$ cat src/rtl/rate_div_pkg.sv
package rate_div_pkg;
  // Smallest divisor the block will run with.
  localparam int MinDivisor = 2;

  // Turn a raw configuration value into a usable divisor.
  function automatic int unsigned resolve_div(input int unsigned raw,
                                              input int unsigned dflt);
    if (raw == 0) return dflt;
    if (raw < MinDivisor) return MinDivisor;
    return raw;
  endfunction
endpackage

$ cat src/rtl/rate_div_edge.sv
module rate_div_edge #(
  parameter int SYNC_STAGES = 2
) (
  input  logic clk,
  input  logic rst,
  input  logic sig_in,
  output logic fall_tick
);
  localparam int Last = SYNC_STAGES - 1;

  logic [SYNC_STAGES-1:0] sync_q;
  logic                   prev_q;

  generate
    if (SYNC_STAGES == 1) begin : g_single
      always_ff @(posedge clk) begin
        if (rst) sync_q <= '0;
        else     sync_q <= sig_in;
      end
    end else begin : g_chain
      always_ff @(posedge clk) begin
        if (rst) sync_q <= '0;
        else     sync_q <= {sync_q[SYNC_STAGES-2:0], sig_in};
      end
    end
  endgenerate

  always_ff @(posedge clk) begin
    if (rst) prev_q <= 1'b0;
    else     prev_q <= sync_q[Last];
  end

  assign fall_tick = prev_q & ~sync_q[Last];

  // a falling transition needs a high sample then a low one, so ticks never touch
  p_tick_spaced_r3: assert property (@(posedge clk) disable iff (rst)
    fall_tick |=> !fall_tick);
endmodule

$ cat src/rtl/rate_div_latch.sv
module rate_div_latch
  import rate_div_pkg::*;
#(
  parameter int CNT_W   = 14,
  parameter int DEF_DIV = 5000
) (
  input  logic             clk,
  input  logic             rst,
  input  logic             wrap,
  input  logic [CNT_W-1:0] div_in,
  output logic [CNT_W-1:0] mask
);
  logic [CNT_W-1:0] eff_div;
  logic [CNT_W-1:0] mask_q;

  always_comb begin
    eff_div = CNT_W'(resolve_div(int'(div_in), DEF_DIV));
  end

  // Take up a new divisor only at a restart point.
  always_ff @(posedge clk) begin
    if (rst || wrap) mask_q <= eff_div - CNT_W'(1);
  end

  assign mask = mask_q;

  // the active divisor is frozen between restart points
  p_mask_hold_r6: assert property (@(posedge clk) disable iff (rst)
    !wrap |=> $stable(mask_q));
  // the active divisor is never below 2
  p_mask_nonzero_r7: assert property (@(posedge clk) disable iff (rst)
    mask_q != '0);
endmodule

$ cat src/rtl/rate_div_counter.sv
module rate_div_counter #(
  parameter int CNT_W = 14
) (
  input  logic             clk,
  input  logic             rst,
  input  logic             tick,
  input  logic [CNT_W-1:0] mask,
  output logic             wrap,
  output logic             pulse
);
  logic [CNT_W-1:0] cnt_q;
  logic             hit;
  logic             clr;
  logic             pulse_q;

  // Reduced terminal-count decode: only the bits set in N-1 take part.
  assign hit  = ((cnt_q & mask) == mask);
  assign wrap = tick & hit;
  assign clr  = rst | wrap;

  always_ff @(posedge clk) begin
    if (clr)       cnt_q <= '0;
    else if (tick) cnt_q <= cnt_q + CNT_W'(1);
  end

  always_ff @(posedge clk) begin
    if (rst)       pulse_q <= 1'b0;
    else if (tick) pulse_q <= hit;
  end

  assign pulse = pulse_q;

  // the count never passes N-1
  p_cnt_bound_r8: assert property (@(posedge clk) disable iff (rst)
    cnt_q <= mask);
  // a wrap restarts the count from zero
  p_wrap_clears_r2: assert property (@(posedge clk) disable iff (rst)
    wrap |=> cnt_q == '0);
  // without a reference edge the count holds
  p_hold_idle_r3: assert property (@(posedge clk) disable iff (rst)
    !tick |=> $stable(cnt_q));
  // the output rises only right after a wrap
  p_pulse_from_wrap_r4: assert property (@(posedge clk) disable iff (rst)
    $rose(pulse_q) |-> $past(wrap));
endmodule

$ cat src/rtl/binary_rate_divider.sv
module binary_rate_divider #(
  parameter int CNT_W       = 14,
  parameter int DEF_DIV     = 5000,
  parameter int SYNC_STAGES = 2
) (
  input  logic             clk,
  input  logic             rst,
  input  logic             ref_in,
  input  logic [CNT_W-1:0] div_in,
  output logic             pulse_out
);
  logic             tick;
  logic             wrap;
  logic [CNT_W-1:0] mask;

  rate_div_edge #(.SYNC_STAGES(SYNC_STAGES)) u_edge (
    .clk(clk), .rst(rst), .sig_in(ref_in), .fall_tick(tick)
  );

  rate_div_latch #(.CNT_W(CNT_W), .DEF_DIV(DEF_DIV)) u_latch (
    .clk(clk), .rst(rst), .wrap(wrap), .div_in(div_in), .mask(mask)
  );

  rate_div_counter #(.CNT_W(CNT_W)) u_cnt (
    .clk(clk), .rst(rst), .tick(tick), .mask(mask),
    .wrap(wrap), .pulse(pulse_out)
  );

  // the output is low in the cycle after a reset
  p_reset_quiet_r5: assert property (@(posedge clk)
    rst |=> !pulse_out);
  // the output changes only on a reference edge
  p_out_on_tick_r4: assert property (@(posedge clk) disable iff (rst)
    !tick |=> $stable(pulse_out));
endmodule

$ cat config.mk
export PLATFORM = sky130hd
export DESIGN_NAME = binary_rate_divider
export DESIGN_NICKNAME = d
export VERILOG_FILES = /design/src/rtl/rate_div_pkg.sv /design/src/rtl/rate_div_edge.sv /design/src/rtl/rate_div_latch.sv /design/src/rtl/rate_div_counter.sv /design/src/rtl/binary_rate_divider.sv
export SDC_FILE = /design/constraint.sdc
export NUM_CORES = 1
export LEC_CHECK = 0
export CAP_MARGIN = 20
export CORE_MARGIN = 2
export CORE_UTILIZATION = 43
export CTS_BUF_LIST = sky130_fd_sc_hd__clkbuf_8
export CTS_CLUSTER_SIZE = 40
export DETAILED_ROUTE_END_ITERATION = 12
export DONT_BUFFER_PORTS = 1
export MAX_ROUTING_LAYER = met4
export PLACE_DENSITY_LB_ADDON = 0.15
export SYNTH_ARGS = -nofsm -noshare
export SYNTH_HDL_FRONTEND = slang
export SYNTH_SLANG_ARGS = --single-unit
$ cat constraint.sdc
create_clock -name clk -period 5.65 [get_ports clk]
set_input_delay 1.695 -clock clk [delete_from_list [all_inputs] [get_ports clk]]
set_output_delay 1.695 -clock clk [all_outputs]
set_load 0.005 [all_outputs]
### Word level (Yosys, flattened, before mapping)

Index checks and enable logic that the tools add are counted.
W data, S select, Z words.

| storage, ports and cells | value |
|---|---|
| word-level logic and storage cells | 23 |
| flip-flop bits (word level) | 32 |
| output and inout bits | 1 |

| operators by class | value |
|---|---|
| magnitude comparators | 1 |
| add/subtract/negate cells | 2 |
| bitwise operators | 5 |
| eq/ne operators | 1 |
| multiplexer cells | 7 |
| reduce and logical (&&, ||, !) cells | 2 |

Operators with widths:

| operator | number |
|---|---|
| $mux W14 | 2 |
| $mux W13 | 2 |
| $add A14 B1 Y14 const B | 1 |
| $and A14 B14 Y14 | 1 |
| $eq A14 B14 Y1 | 1 |
| $logic_not A14 Y1 | 1 |
| $lt A14 B2 Y1 const B | 1 |
| $sub A14 B1 Y14 const B | 1 |
| $mux W1 | 3 |
| $and A1 B1 Y1 | 2 |
| $logic_or A1 B1 Y1 | 1 |
| $not A1 Y1 | 1 |
| $or A1 B1 Y1 | 1 |

### Longest topological paths before layout

Gate-level depths: netlist (run 1).

| logic depth | value |
|---|---|
| word-level depth | 6 |
| depth in mapped cells | 9 |

### Hierarchy

A second synthesis (run 1) with hierarchy kept.

| second synthesis, totals | value |
|---|---|
| cells, all modules | 162 |
| area, all modules | 1624.1 um^2 |

Modules (own cells, without submodules):

| module | sequential area each (um^2) | area each (um^2) | cells each | instances |
|---|---|---|---|---|
| rate_div_latch | 420.4 | 778.2 | 66 | 1 |
| rate_div_counter | 300.3 | 758.2 | 89 | 1 |
| rate_div_edge | 60.1 | 87.6 | 7 | 1 |

### Worst setup path after synthesis (run 1)

Ideal clock, no wire load.

| path | value |
|---|---|
| path type | input-to-reg |
| from | input port div_in[13] |
| to | register u_latch.mask_q[8], in the netlist u_latch.mask[8], data pin |
| data required time | 5.387 ns |
| arrival | 3.275 ns |
| stages | 8 |
| slack | 2.113 ns |
| buffers on the path | 0 |
| cells stage by stage | nor4_1 > nand3b_1 > o21ai_0 > ha_1 > nand2_1 > nor4_1 > xnor2_1 > o21ai_0 |

| on the way | value |
|---|---|
| cells in the longest elaborated chain, start to end | 6 |

Ends and longest elaborated chain:

| what | line | text |
|---|---|---|
| start: declaration | binary_rate_divider.sv:9 | `input logic [CNT_W-1:0] div_in,` |
| $lt A14 B2 Y1 or $logic_not A14 Y1 (tied branches) | rate_div_pkg.sv:9, rate_div_pkg.sv:8 |  |
| $mux W1 or $mux W13 (tied branches) | rate_div_pkg.sv:9, rate_div_pkg.sv:8 |  |
| $mux W1 or $mux W13 (tied branches) | rate_div_pkg.sv:9 | `if (raw < MinDivisor) return MinDivisor;` |
| $mux W14 | rate_div_pkg.sv:10 | `return raw;` |
| $mux W14 (*) | rate_div_pkg.sv:9 |  |
| $sub A14 B1 Y14 (*) | rate_div_latch.sv:22 | `if (rst \|\| wrap) mask_q <= eff_div - CNT_W'(1);` |
| end signal: assignment | rate_div_latch.sv:22 |  |
| end: declaration | rate_div_latch.sv:14 | `logic [CNT_W-1:0] mask_q;` |

Mark *: on every way between the ends. The rest lies on a longest branch, timed or not. The select of a mux whose other input is x is not followed.
A chain may end at the register's enable or synchronous reset.

### Worst setup path in the final report (run 1)

Same ends and word-level chain as after synthesis.

==> summary.md, run 1 <==
| Metric | Value |
|---|---|
| CP bufs+invs | 0 |
| DIE AREA | 0.004160 mm^2 |
| Number of diodes | 0 |
| Endpoints failing hold | 0 |
| R2R Setup Slk | 3.70 ns |
| Critical path required time | 5.67 ns |
| Max_slew headroom | 64.11% |
| Total negative slack | 0 ns |
| Area grow syn2layout | 8.029% |
| Status | complete, no violations |
| Synthesized area per cell | 10.22 um^2 |
| Die Wd | 64.50 um |
| Commonest non-fill, non-tap cell in the layout | nor2_1 |
| Clk pwr share | 36.4% |
| I/O Buffers | 0 |
| Maxcap violations | 0 |
| DR pass1 iterations | 4 |
| Die height | 64.50 um |
| Synthesized area | 0.001574 mm^2 |
| GRT Resource Usage Total | 16.46% |
| Setup CP Type | in -> reg |
| Worst Hold Path Cells | 2 |
| Hpwl dp | 2180 um |
| Synth top area cells | edfxtp_1 (27%), dfxtp_1 (23%), xnor2_1 (7.2%) |
| Overflow after GRT | 0 |
| Lkg Pwr | 0.0005550 uW |
| CTS H-tree depth | 2 |
| Skew-Pair Late Insertion Delay | 0.28 ns |
| Ys async rst share | 0% |
| Pwr per Cell Area | 256.5 mW/mm^2 |
| Setup Fix Bufs, Post-CTS | 0 |
| Crit Reg-Reg Startpoint | u_edge.sync_q[1] |
| Yosys cell types | 41 |
| Core footprint | 0.003416 mm^2 |
| DR vias/cell | 5.242 |
| Global-route wire length before repair | 4926 um |
| M1 WL | 1246 um |
| CTS resizes | 0 |
| Setup Viol. Count Final | 0 |
| TritonCTS Buffers | 5 |
| Worst R2R End | u_latch.mask[11] |
| Sequential share of power | 58.8% |
| DRC Markers | 0 |
| CP top delay family | simple AND/OR/NAND/NOR gates |
| Mapped Cells | 154 |
| Combinational Power Share | 4.9% |
| Initial antenna violation count | 0 |
| Endpoint, Worst Hold | u_cnt.cnt_q[13] |
| Vias in the first global route | 1,093 |
| Hold crit path type | reg -> reg |
| Dominant cell type by area after synthesis | edfxtp_1 |
| Most common flop cell mapped by yosys | dfxtp_1 |
| HP Start | u_cnt.cnt_q[13] |
| VDD IR max | 122.8 uV |
| Final min period | 3.561 ns |
| Pint | 343.8 uW |
| Routed wl met3 | 148 um |
| Met2 wire length | 1396 um |
| Pins Over Slew Limit | 0 |
| CTS tree | done |
| Synth top area share | 26.71% |
| Starting Density | 46.08% |
| Max frequency | 280.8 MHz |
| Top layer reached by signal wires | met4 |
| Syn_nets | 173 |
| Clk root buf | clkbuf_8 |
| Post-cts hold buffer count | 0 |
| Maximum fanout along the worst path | 7 |
| Routed WL | 2853 um |
| Drt wl/cell | 13.78 um |
| Multi-input gate area | 737.0 um^2 |
| Via count | 1,085 |
| Pwr Total | 436.2 uW |
| Unrepaired setup endpoints after global routing | no |
| Clk_skew | 0.005788 ns |
| Reg clk slew, reported paths | 0.06 ns |
| Dpl ws | 1.784 ns |
| Slew @ Worst Pin | 0.5342 ns |
| Largest net degree at the start of global routing | 29 |
| Most frequent cells in the layout | nor2_1 (21), dfxtp_1 (18), inv_1 (14), edfxtp_1 (14), xnor2_1 (13) |
| Boundary pin count | 18 |
| Crit path DAT | 3.58 ns |
| Worst Reg-to-Reg Cells | 4 |
| Post-layout worst setup margin | 2.089 ns |
| #FFs+latches synth | 32 |
| EDFF count, synth | 14 |
| CP max stage delay | 0.42 ns |
| Clock Sink Count | 32 |
| Fill cell count | 335 |
| Register area | 780.7 um^2 |
| Crit end category | register |
| Critical Path Slowest Stage Cell | nor4_1 |
| RD Place Congestion | 0.8228 |
| Num rows | 21 |
| CTS max path bufs | 2 |
| Switch Pwr | 92.39 uW |
| Fin crit share | 63.03% |
| Share of cells above drive strength 1 | 8.696% |
| Sw Share | 21.18% |
| Sequential share of the synthesized area | 49.60% |
| Final #Nets | 179 |
| Iter 0 DRT Violations | 20 |
| Antenna-violating nets left | 0 |
| Ys Warns | 0 |
| Crit-path cells | nor4_1, nand3b_1, o21ai_0, ha_1, nand2_1, nor4_1, xnor2_1, o21ai_0 |
| Worst setup SP type | input pin |
-- metrics by stage --
step	instance area, um^2	hold slack (ns)	utilization [%]	std cells
floorplan	1574	0.4138	-	154
global placement	1620	0.4214	47.44	199
detailed placement	1620	0.4543	47.44	199
CTS	1700	0.4676	49.78	207
global route	1700	0.4842	49.78	207
finish	1700	0.4608	49.78	207
-- tightest hold or removal path: stages (launching register included) --
cell and delay (ns):
dfxtp_1 0.32, a41oi_1 0.04, nor2_1 0.07
-- how the worst max path moves through the flow --
stage                     slack [ns]              end       start  depth (start not counted)
after floorplan                 2.11  u_latch.mask[8]  div_in[13]                          8
after global placement          1.94  u_latch.mask[8]  div_in[13]                          8
after detailed placement        1.78  u_latch.mask[8]  div_in[13]                          8
after CTS                       2.07  u_latch.mask[8]  div_in[13]                          8
after global routing            1.88  u_latch.mask[8]  div_in[13]                          8
final                           2.09  u_latch.mask[8]  div_in[13]                          8
-- layout make-up --
type	count	share of cell area [%]
well taps	46	3.385
flip-flops and latches	32	45.92
clock inverters	3	0.6623
clock buffers	5	4.047
multi-input cells	109	43.34
inverters	12	2.649
-- layer usage --
layer	up-vias	GRT usage, %
met5	-	-
met4	0	7.979
met3	4	5.556
met2	30	27.21
met1	490	17.79
li1	561	-
-- cells by family (layout without fill, tap and decap cells) --
| group | after synthesis | count (layout) | share of synthesized area [%] |
|---|---|---|---|
| and+or+nand+nor | 67 | 67 | 23.69 |
| buffers and inverters | 13 | 20 | 3.577 |
| xor gates and xnor gates | 17 | 17 | 9.459 |
| adders and majority gates | 2 | 2 | 1.590 |
| DFF | 32 | 32 | 49.60 |
| muxes | 1 | 1 | 0.6360 |
| AOI/OAI and AO/OA | 22 | 22 | 11.45 |
-- flip-flops by register name, summed over array words and instances (netlist names) --
signal / flops
u_latch.mask: 14
u_cnt.pulse: 1
u_cnt.cnt_q: 14
u_edge.sync_q: 2
u_edge.prev_q: 1
-- cells in the mapped netlist, drive strengths merged, types with 3 or more instances --
| library cell | number |
|---|---|
| nand2 | 9 |
| nor2 | 21 |
| nor4 | 4 |
| dfxtp | 18 |
| nor3 | 8 |
| nand4 | 3 |
| inv | 12 |
| o21ai | 6 |
| xnor2 | 13 |
| edfxtp | 14 |
| nand2b | 5 |
| xor2 | 4 |
| nor2b | 5 |
| nand3 | 3 |
-- power by group through the flow --
stage	Clock (uW)	Sequential (uW)	Combinational (uW)
after detailed placement	0	262	21.7
after floorplan	0	260	18.5
after CTS	164	257	21.8
final	159	256	21.2
after global placement	0	262	21.4
after global routing	180	257	24.6
(Power assumes the default switching activity.)
==> run 2: changes to the inputs <==
clock period = 3.1 ns   (was 5.65 ns; I/O delays follow)
==> run 2 against run 1 <==
Net effect:
- routed wire length decreased by 2.1%
- clock power increased by 77%
- first-iteration DRC count increased to 2.8 times the previous value
- core utilization increased by 0.11 points
- worst hold slack got worse by 0.024 ns
- sequential power increased by 82%
- register-to-register slack got worse by 2.5 ns
- combinational power increased by 83%
- die area unchanged
- global-route usage decreased by 0.33 points
- count of clock-buffer cells in the layout unchanged
- highest routed layer unchanged
==> summary.md, run 2 (same netlist as run 1, synthesis figures left out) <==
| Metric | Value |
|---|---|
| Setup Fix Bufs, Post-CTS | 0 (unchanged) |
| Fin crit share | 87.55% |
| I/O Buffers | 0 (unchanged) |
| Die height | 64.50 um (unchanged) |
| Crit-path cells | nor4_1, nand3b_1, o21ai_0, ha_1, nand2_1, nor4_1, xnor2_1, o21ai_0 (unchanged) |
| Worst setup SP type | input pin (unchanged) |
| DR pass1 iterations | 4 (unchanged) |
| DR vias/cell | 5.362 (was 5.242) |
| Met2 wire length | 1334 um (was 1396 um) |
| Hold_ws | 0.4363 ns (was 0.4608 ns) |
| Largest net degree at the start of global routing | 29 (unchanged) |
| TritonCTS Buffers | 5 (unchanged) |
| Overflow after GRT | 0 (unchanged) |
| Critical path required time | 3.12 ns (was 5.67 ns) |
| Lkg Pwr | 0.0005501 uW (was 0.0005550 uW) |
| Routed wl met3 | 168 um (was 148 um) |
| Starting Density | 46.08% (unchanged) |
| Setup CP Type | in -> reg (unchanged) |
| Share of cells above drive strength 1 | 9.317% (was 8.696%) |
| Commonest non-fill, non-tap cell in the layout | nor2_1 (unchanged) |
| CTS H-tree depth | 2 (unchanged) |
| Final #Nets | 180 (was 179) |
| Status | complete, no violations (unchanged) |
| Most frequent cells in the layout | nor2_1 (21), dfxtp_1 (18), edfxtp_1 (14), xnor2_1 (13), inv_1 (12) (was nor2_1 (21), dfxtp_1 (18), inv_1 (14), edfxtp_1 (14), xnor2_1 (13)) |
| Clock Sink Count | 32 (unchanged) |
| Skew-Pair Late Insertion Delay | 0.28 ns (about the same) |
| Maximum fanout along the worst path | 7 (unchanged) |
| RD Place Congestion | 0.8458 (was 0.8228) |
| Vias in the first global route | 1,126 (was 1,093) |
| Drt wl/cell | 13.49 um (was 13.78 um) |
| Pwr per Cell Area | 462.1 mW/mm^2 (was 256.5 mW/mm^2) |
| Pins Over Slew Limit | 0 (unchanged) |
| Area grow syn2layout | 8.267% (was 8.029%) |
| Hold crit path type | reg -> reg (unchanged) |
| GRT Resource Usage Total | 16.13% (was 16.46%) |
| Max_slew headroom | 62.67% (was 64.11%) |
| Die Wd | 64.50 um (unchanged) |
| Antenna-violating nets left | 0 (unchanged) |
| Iter 0 DRT Violations | 56 (was 20) |
| Number of diodes | 0 (unchanged) |
| Max frequency | 368.5 MHz |
| Critical Path Slowest Stage Cell | nor4_1 (unchanged) |
| Reg clk slew, reported paths | 0.06 ns (about the same) |
| Maxcap violations | 0 (unchanged) |
| Clk_skew | 0.002822 ns (was 0.005788 ns) |
| Routed WL | 2792 um (was 2853 um) |
| Unrepaired setup endpoints after global routing | no (unchanged) |
| Via count | 1,110 (was 1,085) |
| Boundary pin count | 18 (unchanged) |
| Slew @ Worst Pin | 0.5557 ns (was 0.5342 ns) |
| DRC Markers | 0 (unchanged) |
| Core footprint | 0.003416 mm^2 (unchanged) |
| Endpoints failing hold | 0 (unchanged) |
| CTS tree | done (unchanged) |
| Crit end category | register (unchanged) |
| Final min period | 2.714 ns |
| VDD IR max | 218.0 uV (was 122.8 uV) |
| Hpwl dp | 2177 um (was 2180 um) |
| Top layer reached by signal wires | met4 (unchanged) |
| CTS resizes | 0 (unchanged) |
| Setup Viol. Count Final | 0 (unchanged) |
| CTS max path bufs | 2 (unchanged) |
| DIE AREA | 0.004160 mm^2 (unchanged) |
| Num rows | 21 (unchanged) |
| Total negative slack | 0 ns (unchanged) |
| Crit path DAT | 2.73 ns (was 3.58 ns) |
| M1 WL | 1228 um (was 1246 um) |
| CP max stage delay | 0.46 ns (was 0.42 ns) |
| Clk root buf | clkbuf_8 (unchanged) |
| Initial antenna violation count | 0 (unchanged) |
| Post-cts hold buffer count | 0 (unchanged) |
| Global-route wire length before repair | 4864 um (was 4926 um) |
[run 2: changes by cell type in the layout (fill, tap and decap cells not counted)]
cell,change
buf_4,+1
inv_1,-2
clkinv_1,+1
[run 2: area by class of cell]
cell class / instances / area (um^2)
clock buffers: 5 / 68.82
well taps: 46 / 57.56
inverters: 12 / 45.04
multi-input cells: 109 / 737.0
flip-flops and latches: 32 / 780.7
fillers: 341 / 1712
repair buffers: 1 / 7.507
clock inverters: 2 / 7.507
[run 2: layer usage]
| metal | up-vias | GRT usage [%] |
|---|---|---|
| met5 | - | - |
| met4 | 0 | 7.979 |
| met3 | 6 | 6.424 |
| met2 | 28 | 26.69 |
| met1 | 512 | 16.72 |
| li1 | 564 | - |
[run 2: power breakdown]
group,switching [uW],internal [uW],total [uW],leakage (uW)
clock,134,147,281,0.0000391
combinational,22.0,16.7,38.7,0.000228
sequential,6.50,461,467,0.000282
total,163,625,787,0.000550
[run 2: worst paths after layout]
check	depth (start not counted)	slack, ns	from	endpoint
min reg2reg	1	0.44	u_edge.sync_q[0]	u_edge.sync_q[1]
max reg2reg	4	1.17	u_edge.sync_q[1]	u_latch.mask[13]
max	8	0.39	div_in[13]	u_latch.mask[8]
min	1	0.44	u_edge.sync_q[0]	u_edge.sync_q[1]
[run 2: through the flow]
step / utilization, % / area, um^2 / setup WS (ns) / std cells / power, uW
finish: 49.89 / 1704 / 0.3860 / 207 / 787.5
global route: 49.89 / 1704 / 0.08401 / 207 / 825.4
CTS: 49.89 / 1704 / 0.3389 / 207 / 794.9
detailed placement: 47.66 / 1628 / 0.04923 / 200 / 515.8
global placement: 47.66 / 1628 / 0.1797 / 200 / 515.9
floorplan: - / 1574 / 0.3278 / 154 / 507.5
[run 2: critical path, delay by kind of cell]
| family | cells | cell delay, ns |
|---|---|---|
| xor+xnor | 1 | 0.15 |
| fa+ha+maj | 1 | 0.24 |
| simple gates | 4 | 1.05 |
| compound gates | 2 | 0.35 |
==> run 3: changes to the inputs <==
==> constraint.sdc (replaced) <==
create_clock -name clk -period 3.1 [get_ports clk]
set_input_delay 0.62 -clock clk [delete_from_list [all_inputs] [get_ports clk]]
set_output_delay 0.62 -clock clk [all_outputs]
set_load 0.005 [all_outputs]
==> run 3 against run 2 <==
Net effect:
- clock skew rose by 0.0045 ns
- routed wire length rose by 1.9%
- die area is the same
- critical endpoint unchanged
- largest power group unchanged
==> summary.md, run 3 (same netlist as run 1, synthesis figures left out) <==
| Metric | Value |
|---|---|
| Status | complete, no violations (unchanged) |
| Drt wl/cell | 13.74 um (was 13.49 um) |
| Final core utilization | 49.78% (was 49.89%) |
| Fin crit share | 80.69% (was 87.55%) |
| DIE AREA | 0.004160 mm^2 (unchanged) |
| Core footprint | 0.003416 mm^2 (unchanged) |
| Fill cell count | 340 (was 341) |
| Antenna-violating nets left | 0 (unchanged) |
| Area grow syn2layout | 8.029% (was 8.267%) |
| Lkg Pwr | 0.0005550 uW (was 0.0005501 uW) |
| Layout Cells excl Fill | 207 (unchanged) |
| GRT Resource Usage Total | 16.75% (was 16.13%) |
| Setup Fix Bufs, Post-CTS | 0 (unchanged) |
| Final min period | 2.501 ns (was 2.714 ns) |
| Post-DP Area | 0.001620 mm^2 (was 0.001628 mm^2) |
| VDD IR max | 222.8 uV (was 218.0 uV) |
| RD Place Congestion | 0.8229 (was 0.8458) |
| I/O Buffers | 0 (unchanged) |
| Vias in the first global route | 1,150 (was 1,126) |
| Crit path DAT | 2.53 ns (was 2.73 ns) |
| Crit Reg-Reg Startpoint | u_edge.sync_q[1] (unchanged) |
| Worst setup SP type | input pin (unchanged) |
| Die Wd | 64.50 um (unchanged) |
| Pwr per Cell Area | 471.2 mW/mm^2 (was 462.1 mW/mm^2) |
| Endpoint, Worst Hold | u_cnt.pulse (was u_edge.sync_q[1]) |
| DR vias/cell | 5.319 (was 5.362) |
| Overflow after GRT | 0 (unchanged) |
| Clk root buf | clkbuf_8 (unchanged) |
| Post-cts hold buffer count | 0 (unchanged) |
| Starting Density | 46.08% (unchanged) |
| Crit end category | register (unchanged) |
| Initial antenna violation count | 0 (unchanged) |
| Worst Hold Path Cells | 1 (unchanged) |
| CTS tree | done (unchanged) |
| Via count | 1,101 (was 1,110) |
| Total negative slack | 0 ns (unchanged) |
| TritonCTS Buffers | 5 (unchanged) |
| Endpoints failing hold | 0 (unchanged) |
| Clock Sink Count | 32 (unchanged) |
| Iter 0 DRT Violations | 18 (was 56) |
| Skew-Pair Late Insertion Delay | 0.29 ns (was 0.28 ns) |
| Die height | 64.50 um (unchanged) |
| Max frequency | 399.8 MHz (was 368.5 MHz) |
| Multi-input gate area | 737.0 um^2 (unchanged) |
| Final #Nets | 179 (was 180) |
| CTS resizes | 0 (unchanged) |
| DR pass1 iterations | 5 (was 4) |
| Register area | 780.7 um^2 (unchanged) |
| Largest net degree at the start of global routing | 29 (unchanged) |
| Clk_skew | 0.007324 ns (was 0.002822 ns) |
| HP Start | rst (was u_edge.sync_q[0]) |
| Routed WL | 2845 um (was 2792 um) |
| Hpwl dp | 2167 um (was 2177 um) |
| CTS max path bufs | 2 (unchanged) |
| Finished Cell Area | 0.001700 mm^2 (was 0.001704 mm^2) |
| Global-route wire length before repair | 5037 um (was 4864 um) |
| Worst R2R End | u_latch.mask[13] (unchanged) |
| Slew @ Worst Pin | 0.5668 ns (was 0.5557 ns) |
| Hold crit path type | in -> reg (was reg -> reg) |
| Max_slew headroom | 61.92% (was 62.67%) |
| DRC Markers | 0 (unchanged) |
| Maxcap violations | 0 (unchanged) |
| R2R Setup Slk | 1.14 ns (was 1.17 ns) |
| Maximum fanout along the worst path | 7 (unchanged) |
| Boundary pin count | 18 (unchanged) |
| Setup Viol. Count Final | 0 (unchanged) |
| Num rows | 21 (unchanged) |
| Unrepaired setup endpoints after global routing | no (unchanged) |
| CTS H-tree depth | 2 (unchanged) |
| Setup CP Type | in -> reg (unchanged) |
| Critical path required time | 3.13 ns (was 3.12 ns) |
| Number of diodes | 0 (unchanged) |
| Reg clk slew, reported paths | 0.06 ns (about the same) |
| Worst Reg-to-Reg Cells | 4 (unchanged) |
| Commonest non-fill, non-tap cell in the layout | nor2_1 (unchanged) |
| Most frequent cells in the layout | nor2_1 (21), dfxtp_1 (18), inv_1 (14), edfxtp_1 (14), xnor2_1 (13) (was nor2_1 (21), dfxtp_1 (18), edfxtp_1 (14), xnor2_1 (13), inv_1 (12)) |
| Pins Over Slew Limit | 0 (unchanged) |
| Placed cells | 199 (was 200) |
| Share of cells above drive strength 1 | 8.696% (was 9.317%) |
## run 3: cell count changes in the layout (fill, tap and decap cells not counted), sizes merged
cell	before	now
inv	12	14
buf	1	0
clkinv	2	1
## run 3: worst max path at each step
stage | start | end | slack (ns)
floorplan | div_in[13] | u_latch.mask[8] | 0.64
global placement | div_in[13] | u_latch.mask[8] | 0.47
detailed placement | div_in[13] | u_latch.mask[8] | 0.29
CTS | div_in[13] | u_latch.mask[8] | 0.58
global route | div_in[13] | u_latch.mask[8] | 0.42
finish | div_in[13] | u_latch.mask[8] | 0.60
## run 3: routing by layer
layer	global-route usage, %	wire [um]
met5	-	0
met4	10.37	102
met3	5.729	165
met2	26.17	1342
met1	18.42	1235
## run 3: metrics by stage
stage	power (uW)	hold slack, ns	setup WS (ns)
finish	801.2	0.3907	0.5986
global route	837.9	0.3839	0.4175
CTS	807.6	0.3871	0.5813
detailed placement	516.3	0.4440	0.2886
global placement	515.7	0.4214	0.4682
floorplan	507.5	0.4138	0.6378
## run 3: critical path, cell delays in order
cell and delay (ns):
nor4_1 0.41, nand3b_1 0.26, o21ai_0 0.31, ha_1 0.25, nand2_1 0.15, nor4_1 0.27, xnor2_1 0.16, o21ai_0 0.10
## run 3: layout make-up
cell class              instances  area share (%)
inverters                      12           2.649
well taps                      46           3.385
multi-input cells             109           43.34
clock inverters                 3          0.6623
flip-flops and latches         32           45.92
clock buffers                   5           4.047
## run 3: where the power goes
part / internal (uW) / leakage (uW) / switching, uW
Clock: 149 / 0.0000482 / 146
Sequential: 461 / 0.000282 / 6.83
Combinational: 16.7 / 0.000224 / 22.0
Total: 627 / 0.000555 / 175
